### src/rtl/scl_rate_gen.sv
module scl_rate_gen #(
  parameter int N_W         = 3,
  parameter int M_W         = 4,
  parameter int PHASE_TICKS = 10,
  parameter int RST_N_VAL   = 1,
  parameter int RST_M_VAL   = 4
) (
  input  logic               clk,
  input  logic               rst_n,
  input  logic               enable,
  input  logic               cfg_wr,
  input  logic [N_W+M_W-1:0] cfg_data,
  output logic               os_tick,
  output logic               scl_low_en,
  output logic               scl_high_en
);
  localparam int PRE_W = 2 ** N_W;
  localparam int PH_W  = $clog2(PHASE_TICKS);
  localparam int HALF  = PHASE_TICKS / 2;
  localparam logic [N_W-1:0] NMAX = '1;

  logic [N_W-1:0]   fac_n;
  logic [M_W-1:0]   fac_m;
  logic [PRE_W-1:0] pre_cnt;
  logic [M_W-1:0]   lin_cnt;
  logic [PH_W-1:0]  ph_cnt;
  logic             tick_q;

  logic [PRE_W-1:0] pre_lim;
  logic             pre_wrap, lin_wrap, tick_i, ph_last;

  assign pre_lim  = {PRE_W{1'b1}} >> (NMAX - fac_n);
  assign pre_wrap = (pre_cnt == pre_lim);
  assign lin_wrap = (lin_cnt == fac_m);
  assign tick_i   = enable & pre_wrap & lin_wrap;
  assign ph_last  = (ph_cnt == PH_W'(PHASE_TICKS - 1));

  always_ff @(posedge clk or negedge rst_n) begin
    if (!rst_n) begin
      fac_n   <= N_W'(RST_N_VAL);
      fac_m   <= M_W'(RST_M_VAL);
      pre_cnt <= '0;
      lin_cnt <= '0;
      ph_cnt  <= '0;
      tick_q  <= 1'b0;
    end else if (cfg_wr) begin
      fac_n   <= cfg_data[N_W-1:0];
      fac_m   <= cfg_data[N_W+M_W-1:N_W];
      pre_cnt <= '0;
      lin_cnt <= '0;
      ph_cnt  <= '0;
      tick_q  <= 1'b0;
    end else if (enable) begin
      pre_cnt <= pre_wrap ? '0 : pre_cnt + 1'b1;
      if (pre_wrap)
        lin_cnt <= lin_wrap ? '0 : lin_cnt + 1'b1;
      if (tick_i)
        ph_cnt <= ph_last ? '0 : ph_cnt + 1'b1;
      tick_q <= tick_i;
    end else begin
      tick_q <= 1'b0;
    end
  end

  assign os_tick     = tick_q;
  assign scl_low_en  = (ph_cnt < PH_W'(HALF));
  assign scl_high_en = ~scl_low_en;
endmodule

### config.mk
export PLATFORM = sky130hd
export DESIGN_NAME = scl_rate_gen
export DESIGN_NICKNAME = d
export VERILOG_FILES = /design/src/rtl/scl_rate_gen.sv
export SDC_FILE = /design/constraint.sdc
export NUM_CORES = 1
export LEC_CHECK = 0
export ABC_AREA = 1
export ABC_CLOCK_PERIOD_IN_PS = 1920
export BUFFER_PORTS_ARGS = -buffer_cell sky130_fd_sc_hd__buf_2
export CORE_ASPECT_RATIO = 1.1
export CORE_UTILIZATION = 50
export CTS_CLUSTER_DIAMETER = 80
export DETAILED_ROUTE_END_ITERATION = 8
export PLACE_DENSITY = 0.68
export SLEW_MARGIN = 20
export SYNTH_ARGS = -nofsm -noshare
export SYNTH_HDL_FRONTEND = slang
export SYNTH_SLANG_ARGS = --single-unit
### constraint.sdc
create_clock -name clk -period 1.92 [get_ports clk]
set_input_delay 0.48 -clock clk [delete_from_list [all_inputs] [get_ports clk]]
set_output_delay 0.48 -clock clk [all_outputs]
set_load 0.005 [all_outputs]
==> results_tabular.tex, run 1 <==
\begin{tabular}{lr}
\hline
Metric & Value \\
\hline
\multicolumn{2}{l}{\textbf{Clock tree}} \\
\quad PostCTS Resize Cnt & 0 \\
\quad \# H-tree levels & 1 \\
\quad Insertion delay to the later sink of the worst-skew pair & 0.31 ns \\
\quad Inserted Clock Buffers & 3 \\
\quad Clk slew on worst S/H paths & 0.14 ns \\
\quad Hold Buf Count CTS & 0 \\
\quad Clock Sinks & 24 \\
\quad TritonCTS clock tree & done \\
\quad Buffer depth of the longest clock path & 2 \\
\quad Setup Fix Bufs, Post-CTS & 0 \\
\quad Cell at the root of the clock tree & sky130\_fd\_sc\_hd\_\_clkbuf\_4 \\
\multicolumn{2}{l}{\textbf{Finish}} \\
\quad Net total in the final layout & 217 \\
\quad Area added between synthesis and finish & 8.50\% \\
\quad Antenna diode count & 0 \\
\quad Share of final-layout standard cells stronger than drive strength 1 & 13.8\% \\
\quad Final std cells w/o fill & 234 \\
\quad Cell area after layout & 0.00152 mm\^{}2 \\
\multicolumn{2}{l}{\textbf{Synth}} \\
\quad Number of nets in the synthesized netlist & 201 \\
\quad Commonest cells post-synth & sky130\_fd\_sc\_hd\_\_nand2\_1 (43), sky130\_fd\_sc\_hd\_\_inv\_1 (26), sky130\_fd\_sc\_hd\_\_dfrtp\_1 (22), sky130\_fd\_sc\_hd\_\_nand3\_1 (22), sky130\_fd\_sc\_hd\_\_nor2\_1 (22) \\
\quad Cell count after synthesis & 188 \\
\quad Count of different cell masters after synthesis & 27 \\
\quad Cell type with the largest total area after synthesis & sky130\_fd\_sc\_hd\_\_dfrtp\_1 \\
\quad Cell types with the largest area share after synthesis & sky130\_fd\_sc\_hd\_\_dfrtp\_1 (39\%), sky130\_fd\_sc\_hd\_\_nand2\_1 (12\%), sky130\_fd\_sc\_hd\_\_nand3\_1 (7.9\%) \\
\quad Share of synthesized flip-flops with an asynchronous set or reset & 100\% \\
\quad Sequential-to-total area share from yosys stat & 43.1\% \\
\quad \#FFs+latches synth & 24 \\
\quad Most instantiated library cell after synthesis & sky130\_fd\_sc\_hd\_\_nand2\_1 \\
\quad Average size of a mapped cell & 7.44 um\^{}2 \\
\quad Yosys Warn Count & 0 \\
\quad Post-synth top area share & 39.4\% \\
\quad Ys flop type & sky130\_fd\_sc\_hd\_\_dfrtp\_1 \\
\quad Area of the mapped netlist & 0.00140 mm\^{}2 \\
\quad Number of enable-type register cells in the synthesized netlist & 0 \\
\multicolumn{2}{l}{\textbf{Timing}} \\
\quad Transition at the pin with the smallest max-transition slack & 0.559 ns \\
\quad Max Clk Rate & 0.570 GHz \\
\quad Fin Setup TNS & 0 ns \\
\quad Headroom to the max-slew limit & 62.7\% \\
\quad Final setup violation count & 0 \\
\quad Max Transition Viols Final & 0 \\
\quad Final hold vios & 0 \\
\quad Clock skew & 0.0110 ns \\
\quad Setup repair after global routing missed its margin & no \\
\quad Share of the cycle needed by the critical path after routing & 91.3\% \\
\quad Tmin final & 1.75 ns \\
\multicolumn{2}{l}{\textbf{Critical path}} \\
\quad Number of buffer and inverter instances along the worst setup path & 3 \\
\quad Cell with the biggest individual delay on the critical path & sky130\_fd\_sc\_hd\_\_dfrtp\_1 \\
\quad CP dominant cell by count & sky130\_fd\_sc\_hd\_\_inv\_1 \\
\quad Startpoint of the worst setup timing path & ph\_cnt[0] \\
\quad Largest fanout on the critical path & 6 \\
\quad Worst path top cell family by delay & flip-flops \\
\quad Element type at the critical path end & output pin \\
\quad Kind of critical path & flip-flop to output pin \\
\quad Nature of the critical path startpoint & flip-flop \\
\quad Crit path cell chain & nor2\_1 -> inv\_1 -> a21oi\_1 -> inv\_1 -> buf\_2 \\
\quad Critical path arrival & 1.27 ns \\
\quad Data required time of the worst path & 1.44 ns \\
\quad Stage delay of the slowest cell on the critical path & 0.47 ns \\
\quad Worst R2R Start & fac\_n[0] \\
\multicolumn{2}{l}{\textbf{Route}} \\
\quad Avg Vias per Cell & 5.11 \\
\quad Final Routed Wirelength & 2.81 mm \\
\quad Iteration count of the initial detailed-routing pass & 4 \\
\quad Number of nets still failing antenna checks after routing & 0 \\
\quad Detailed Route Iter0 Violations & 22 \\
\quad Average wire length per cell after detail routing & 12.0 um \\
\quad Count of unresolved DRC violations after routing & 0 \\
\quad Via Count & 1196 \\
\multicolumn{2}{l}{\textbf{Floorplan}} \\
\quad Total I/O pin count & 14 \\
\quad Die W & 52.4 um \\
\quad Die footprint & 0.00301 mm\^{}2 \\
\quad Die extent in y & 57.5 um \\
\quad Area inside the core boundary & 0.00257 mm\^{}2 \\
\quad Site row count & 19 \\
\quad Starting Density & 54.5\% \\
\multicolumn{2}{l}{\textbf{Power and ir drop}} \\
\quad Static power due to leakage & 0.759 nW \\
\quad Peak supply drop & 0.000381 V \\
\quad Power Dens Cells & 650 mW/mm\^{}2 \\
\quad Total power after layout & 0.000987 W \\
\multicolumn{2}{l}{\textbf{Placed design}} \\
\quad Quantity of I/O buffers inserted on ports & 13 \\
\quad RD Place Congestion & 0.830 \\
\quad Detailed placement HPWL & 2.11 mm \\
\quad Cell total after placement & 230 \\
\quad Placement-stage cell area & 0.00149 mm\^{}2 \\
\multicolumn{2}{l}{\textbf{Global route}} \\
\quad Global-route wire length before repair & 4.91 mm \\
\quad Largest net degree at the start of global routing & 25 \\
\quad Gr usage total & 21.6\% \\
\quad Vias in the first global route & 1202 \\
\quad Grt total ovfl & 0 \\
\quad Antenna violations before repair & 0 \\
\multicolumn{2}{l}{\textbf{Outcome}} \\
\quad Status & complete, no violations \\
\multicolumn{2}{l}{\textbf{Hold path}} \\
\quad Worst Hold Class & input pin to async pin \\
\multicolumn{2}{l}{\textbf{Run}} \\
\quad Max-Cap Viols & 0 \\
\hline
\end{tabular}
==> power by group <==
group / internal [W] / total [W] / leakage, nW / switching, W
clock network: 0.0000811 / 0.000234 / 0.0150 / 0.000153
registers: 0.000542 / 0.000585 / 0.316 / 0.0000434
logic: 0.0000631 / 0.000167 / 0.428 / 0.000104
==> kinds of logic after synthesis <==
kind of cell	share of synthesized area, %
adders and majority gates	1.79
xor gates and xnor gates	3.76
and+or+nand+nor	34.5
AOI/OAI and AO/OA	7.69
buffers and inverters	9.12
DFF	43.1
==> registers in the layout (all words and copies together), names as in the netlist <==
| name | flops |
|---|---|
| pre_cnt | 8 |
| lin_cnt | 4 |
| ph_cnt | 4 |
| os_tick | 1 |
| fac_n | 3 |
| fac_m | 4 |
==> worst register-to-register path, stage by stage (launching register included) <==
cell and delay, ns:
sky130_fd_sc_hd__dfstp_2 0.58, sky130_fd_sc_hd__inv_1 0.09, sky130_fd_sc_hd__o21ai_1 0.17, sky130_fd_sc_hd__nand3_2 0.11, sky130_fd_sc_hd__nor2_4 0.14, sky130_fd_sc_hd__nand4_1 0.19
sky130_fd_sc_hd__nand3_1 0.14, sky130_fd_sc_hd__nand2_1 0.06
==> final timing paths <==
path	to	slack [ns]	cells after the start
max	scl_high_en	0.17	5
min	lin_cnt[1]	0.13	1
max reg2reg	ph_cnt[1]	0.35	7
min reg2reg	fac_m[2]	0.52	2
max in group asynchronous	fac_n[0]	1.40	1
min in group clk	fac_m[1]	0.37	3
==> layer usage <==
layer  track usage [%]  share of wire [%]  vias to the layer above
li1                  -                  -                      629
met1              25.6                 47                      559
met2              39.4                 51                        6
met3              2.40                1.2                        2
met4              7.52               0.61                        0
met5                 0                  0                        -
==> through the flow <==
stage,utilization [%],hold slack (ns),setup slack (ns)
floorplan,-,0.184,0.554
global placement,58.1,0.489,0.408
detailed placement,58.1,0.497,0.370
CTS,59.1,0.150,0.165
global route,59.1,0.167,0.0283
finish,59.1,0.131,0.167
==> cell usage in the layout, fill, tap and decap left out, drive strengths merged <==
master,Yosys,routed
xnor2,2,2
clkinv,1,1
o211a,1,1
a211oi,1,1
nand2,45,45
nand3b,2,2
xor2,4,4
nor3,4,4
ha,2,2
inv,28,28
nor2,25,25
dfstp,2,2
clkbuf,2,4
dfrtp,22,22
o21ai,13,13
nand4,4,4
buf,1,14
a21oi,5,5
nand3,24,24
==> final cells by class <==
cell class                      count  area [um^2]
Tap cell                           31         38.8
Fill cell                         251         1050
Inverter                           29          109
Timing Repair Buffer               14         72.6
Clock buffer                        4         26.3
Multi-Input combinational cell    132          668
Sequential cell                    24          603
No activity file was read; power rests on OpenSTA's default activity.
==> run 2, diff against run 1 <==
CELL_PAD_IN_SITES_DETAIL_PLACEMENT = 1   (was not set)
CELL_PAD_IN_SITES_GLOBAL_PLACEMENT = 2   (was not set)
CORE_UTILIZATION = 33   (was 50)
PLACE_DENSITY = 0.76   (was 0.68)
==> run 2 against run 1 <==
  * Via count is 2.4% higher
  * Clock power is 52% higher
  * Power is 13% higher
  * Critical endpoint unchanged
  * Sequential power hardly changed
  * Core utilization is 20 points lower
  * Fmax is 3.6% higher
  * Die area is 49% higher
==> results_tabular.tex, run 2 (synthesized netlist as in run 1, its figures left out) <==
\begin{tabular}{lr}
\hline
Metric & Value \\
\hline
\multicolumn{2}{l}{\textbf{Clock tree}} \\
\quad Clock Sinks & 24 (unchanged) \\
\quad TritonCTS clock tree & done \\
\quad Cell at the root of the clock tree & sky130\_fd\_sc\_hd\_\_clkbuf\_8 \\
\quad Inserted Clock Buffers & 3 (unchanged) \\
\quad Buffer depth of the longest clock path & 2 (unchanged) \\
\quad Setup Fix Bufs, Post-CTS & 0 (unchanged) \\
\quad Insertion delay to the later sink of the worst-skew pair & 0.27 ns (-0.04 ns) \\
\quad Clk slew on worst S/H paths & 0.09 ns (-0.05 ns) \\
\quad \# H-tree levels & 1 (unchanged) \\
\quad PostCTS Resize Cnt & 0 (unchanged) \\
\quad Hold Buf Count CTS & 0 (unchanged) \\
\multicolumn{2}{l}{\textbf{Global route}} \\
\quad Grt total ovfl & 0 (unchanged) \\
\quad Global-route wire length before repair & 6.10 mm (+24\%) \\
\quad Gr usage total & 17.2\% (-4.4 points) \\
\quad Largest net degree at the start of global routing & 25 (unchanged) \\
\quad Vias in the first global route & 1344 (+12\%) \\
\quad Antenna violations before repair & 0 (unchanged) \\
\multicolumn{2}{l}{\textbf{Timing}} \\
\quad Setup repair after global routing missed its margin & no \\
\quad Transition at the pin with the smallest max-transition slack & 0.564 ns (+0.00508 ns) \\
\quad Headroom to the max-slew limit & 62.4\% (-0.34 points) \\
\quad Final hold vios & 0 (unchanged) \\
\quad Share of the cycle needed by the critical path after routing & 88.1\% (-3.2 points) \\
\quad Clock skew & 0.00577 ns (-0.00526 ns) \\
\quad Max Transition Viols Final & 0 (unchanged) \\
\quad Max Clk Rate & 0.591 GHz (+3.6\%) \\
\quad Tmin final & 1.69 ns (-0.0616 ns) \\
\quad Final setup violation count & 0 (unchanged) \\
\quad Fin Setup TNS & 0 ns (unchanged) \\
\multicolumn{2}{l}{\textbf{Critical path}} \\
\quad Largest fanout on the critical path & 6 (unchanged) \\
\quad Element type at the critical path end & output pin \\
\quad Data required time of the worst path & 1.44 ns (about the same) \\
\quad Nature of the critical path startpoint & flip-flop \\
\quad Worst setup slack for register-to-register paths & 0.34 ns (about the same) \\
\quad Kind of critical path & flip-flop to output pin \\
\quad Critical path arrival & 1.21 ns (-0.06 ns) \\
\multicolumn{2}{l}{\textbf{Floorplan}} \\
\quad Die footprint & 0.00450 mm\^{}2 (+49\%) \\
\quad Total I/O pin count & 14 (unchanged) \\
\quad Area inside the core boundary & 0.00402 mm\^{}2 (+57\%) \\
\quad Starting Density & 34.8\% (-20 points) \\
\quad Die W & 64.1 um (+22\%) \\
\quad Die extent in y & 70.3 um (+22\%) \\
\quad Site row count & 24 (+5) \\
\multicolumn{2}{l}{\textbf{Finish}} \\
\quad Largest register FFs & 8 (unchanged) \\
\quad Top reg by flops & pre\_cnt \\
\quad Net total in the final layout & 217 (unchanged) \\
\quad Area added between synthesis and finish & 12.4\% \\
\quad Most frequent cells in the layout & sky130\_fd\_sc\_hd\_\_nand2\_1 (43), sky130\_fd\_sc\_hd\_\_inv\_1 (26), sky130\_fd\_sc\_hd\_\_nor2\_1 (22), sky130\_fd\_sc\_hd\_\_nand3\_1 (22), sky130\_fd\_sc\_hd\_\_dfrtp\_1 (22) \\
\quad Fill cell instance count of the final layout & 537 (+110\%) \\
\quad Antenna diode count & 0 (unchanged) \\
\quad Leading cell type in the layout, fill and taps excluded & sky130\_fd\_sc\_hd\_\_nand2\_1 \\
\quad Share of final-layout standard cells stronger than drive strength 1 & 14.3\% (+0.49 points) \\
\multicolumn{2}{l}{\textbf{Power and ir drop}} \\
\quad Total power after layout & 0.00112 W (+13\%) \\
\quad Power Dens Cells & 709 mW/mm\^{}2 (+9.1\%) \\
\quad Peak supply drop & 0.000244 V (-36\%) \\
\quad Static power due to leakage & 0.773 nW (+1.8\%) \\
\multicolumn{2}{l}{\textbf{Placed design}} \\
\quad Detailed placement HPWL & 2.56 mm (+21\%) \\
\quad RD Place Congestion & 0.731 (-12\%) \\
\quad Quantity of I/O buffers inserted on ports & 13 (unchanged) \\
\multicolumn{2}{l}{\textbf{Route}} \\
\quad Count of unresolved DRC violations after routing & 0 (unchanged) \\
\quad Average wire length per cell after detail routing & 13.0 um (+8.7\%) \\
\quad Avg Vias per Cell & 4.80 (-6.0\%) \\
\quad Via Count & 1225 (+2.4\%) \\
\quad Number of nets still failing antenna checks after routing & 0 (unchanged) \\
\quad Iteration count of the initial detailed-routing pass & 4 (unchanged) \\
\quad Detailed Route Iter0 Violations & 38 (+73\%) \\
\quad Final Routed Wirelength & 3.33 mm (+18\%) \\
\multicolumn{2}{l}{\textbf{Run}} \\
\quad Max-Cap Viols & 0 (unchanged) \\
\multicolumn{2}{l}{\textbf{Hold path}} \\
\quad Worst Hold Class & input pin to async pin \\
\multicolumn{2}{l}{\textbf{Outcome}} \\
\quad Status & complete, no violations \\
\hline
\end{tabular}
run 2: cell counts in the layout (fill, tap and decap cells not counted):
Identical to the previous run, type by type.
run 2: layer usage:
metal	up-vias	share of wire [%]	track usage [%]
met5	-	0	0
met4	0	0.75	3.79
met3	4	1.9	2.61
met2	10	51	30.3
met1	584	46	21.8
li1	627	-	-
run 2: cell type report:
type | count | area, um^2 | area share [%]
inverters | 29 | 109 | 6.92
flip-flops and latches | 24 | 603 | 38.3
well taps | 52 | 65.1 | 4.14
clock buffers | 4 | 55.1 | 3.50
multi-input cells | 132 | 668 | 42.5
repair buffers | 14 | 72.6 | 4.61
run 2: per-stage QoR:
| stage | hold WS (ns) | setup WS (ns) | area (um^2) | utilization [%] | instances |
|---|---|---|---|---|---|
| after floorplan | 0.184 | 0.554 | 1400 | - | 188 |
| after global placement | 0.487 | 0.372 | 1520 | 37.7 | 251 |
| after detailed placement | 0.493 | 0.341 | 1520 | 37.7 | 251 |
| after CTS | 0.213 | 0.203 | 1570 | 39.1 | 255 |
| after global routing | 0.237 | 0.106 | 1570 | 39.1 | 255 |
| final | 0.190 | 0.229 | 1570 | 39.1 | 255 |
run 2: path summary, 6_finish.rpt:
check,start,endpoint,depth (start not counted)
worst max-delay path,ph_cnt[0],scl_high_en,5
worst min-delay path,rst_n,fac_n[1],1
worst max register to register,fac_n[2],ph_cnt[1],8
worst min register to register,fac_m[2],fac_m[2],2
max in group asynchronous,rst_n,ph_cnt[3],1
min in group clk,cfg_data[4],fac_m[1],3
run 2: critical path: stages, from the launching register on:
cell,delay [ns]
sky130_fd_sc_hd__dfrtp_1,0.45
sky130_fd_sc_hd__nor2_1,0.12
sky130_fd_sc_hd__inv_1,0.06
sky130_fd_sc_hd__a21oi_1,0.14
sky130_fd_sc_hd__inv_1,0.05
sky130_fd_sc_hd__buf_2,0.12
run 2: report_power, final:
group          switching (W)  total, W  internal (W)  leakage [nW]
sequential         0.0000437  0.000585      0.000542         0.316
clock               0.000172  0.000355      0.000183        0.0288
combinational       0.000111  0.000176     0.0000642         0.428
total               0.000327   0.00112      0.000789         0.773
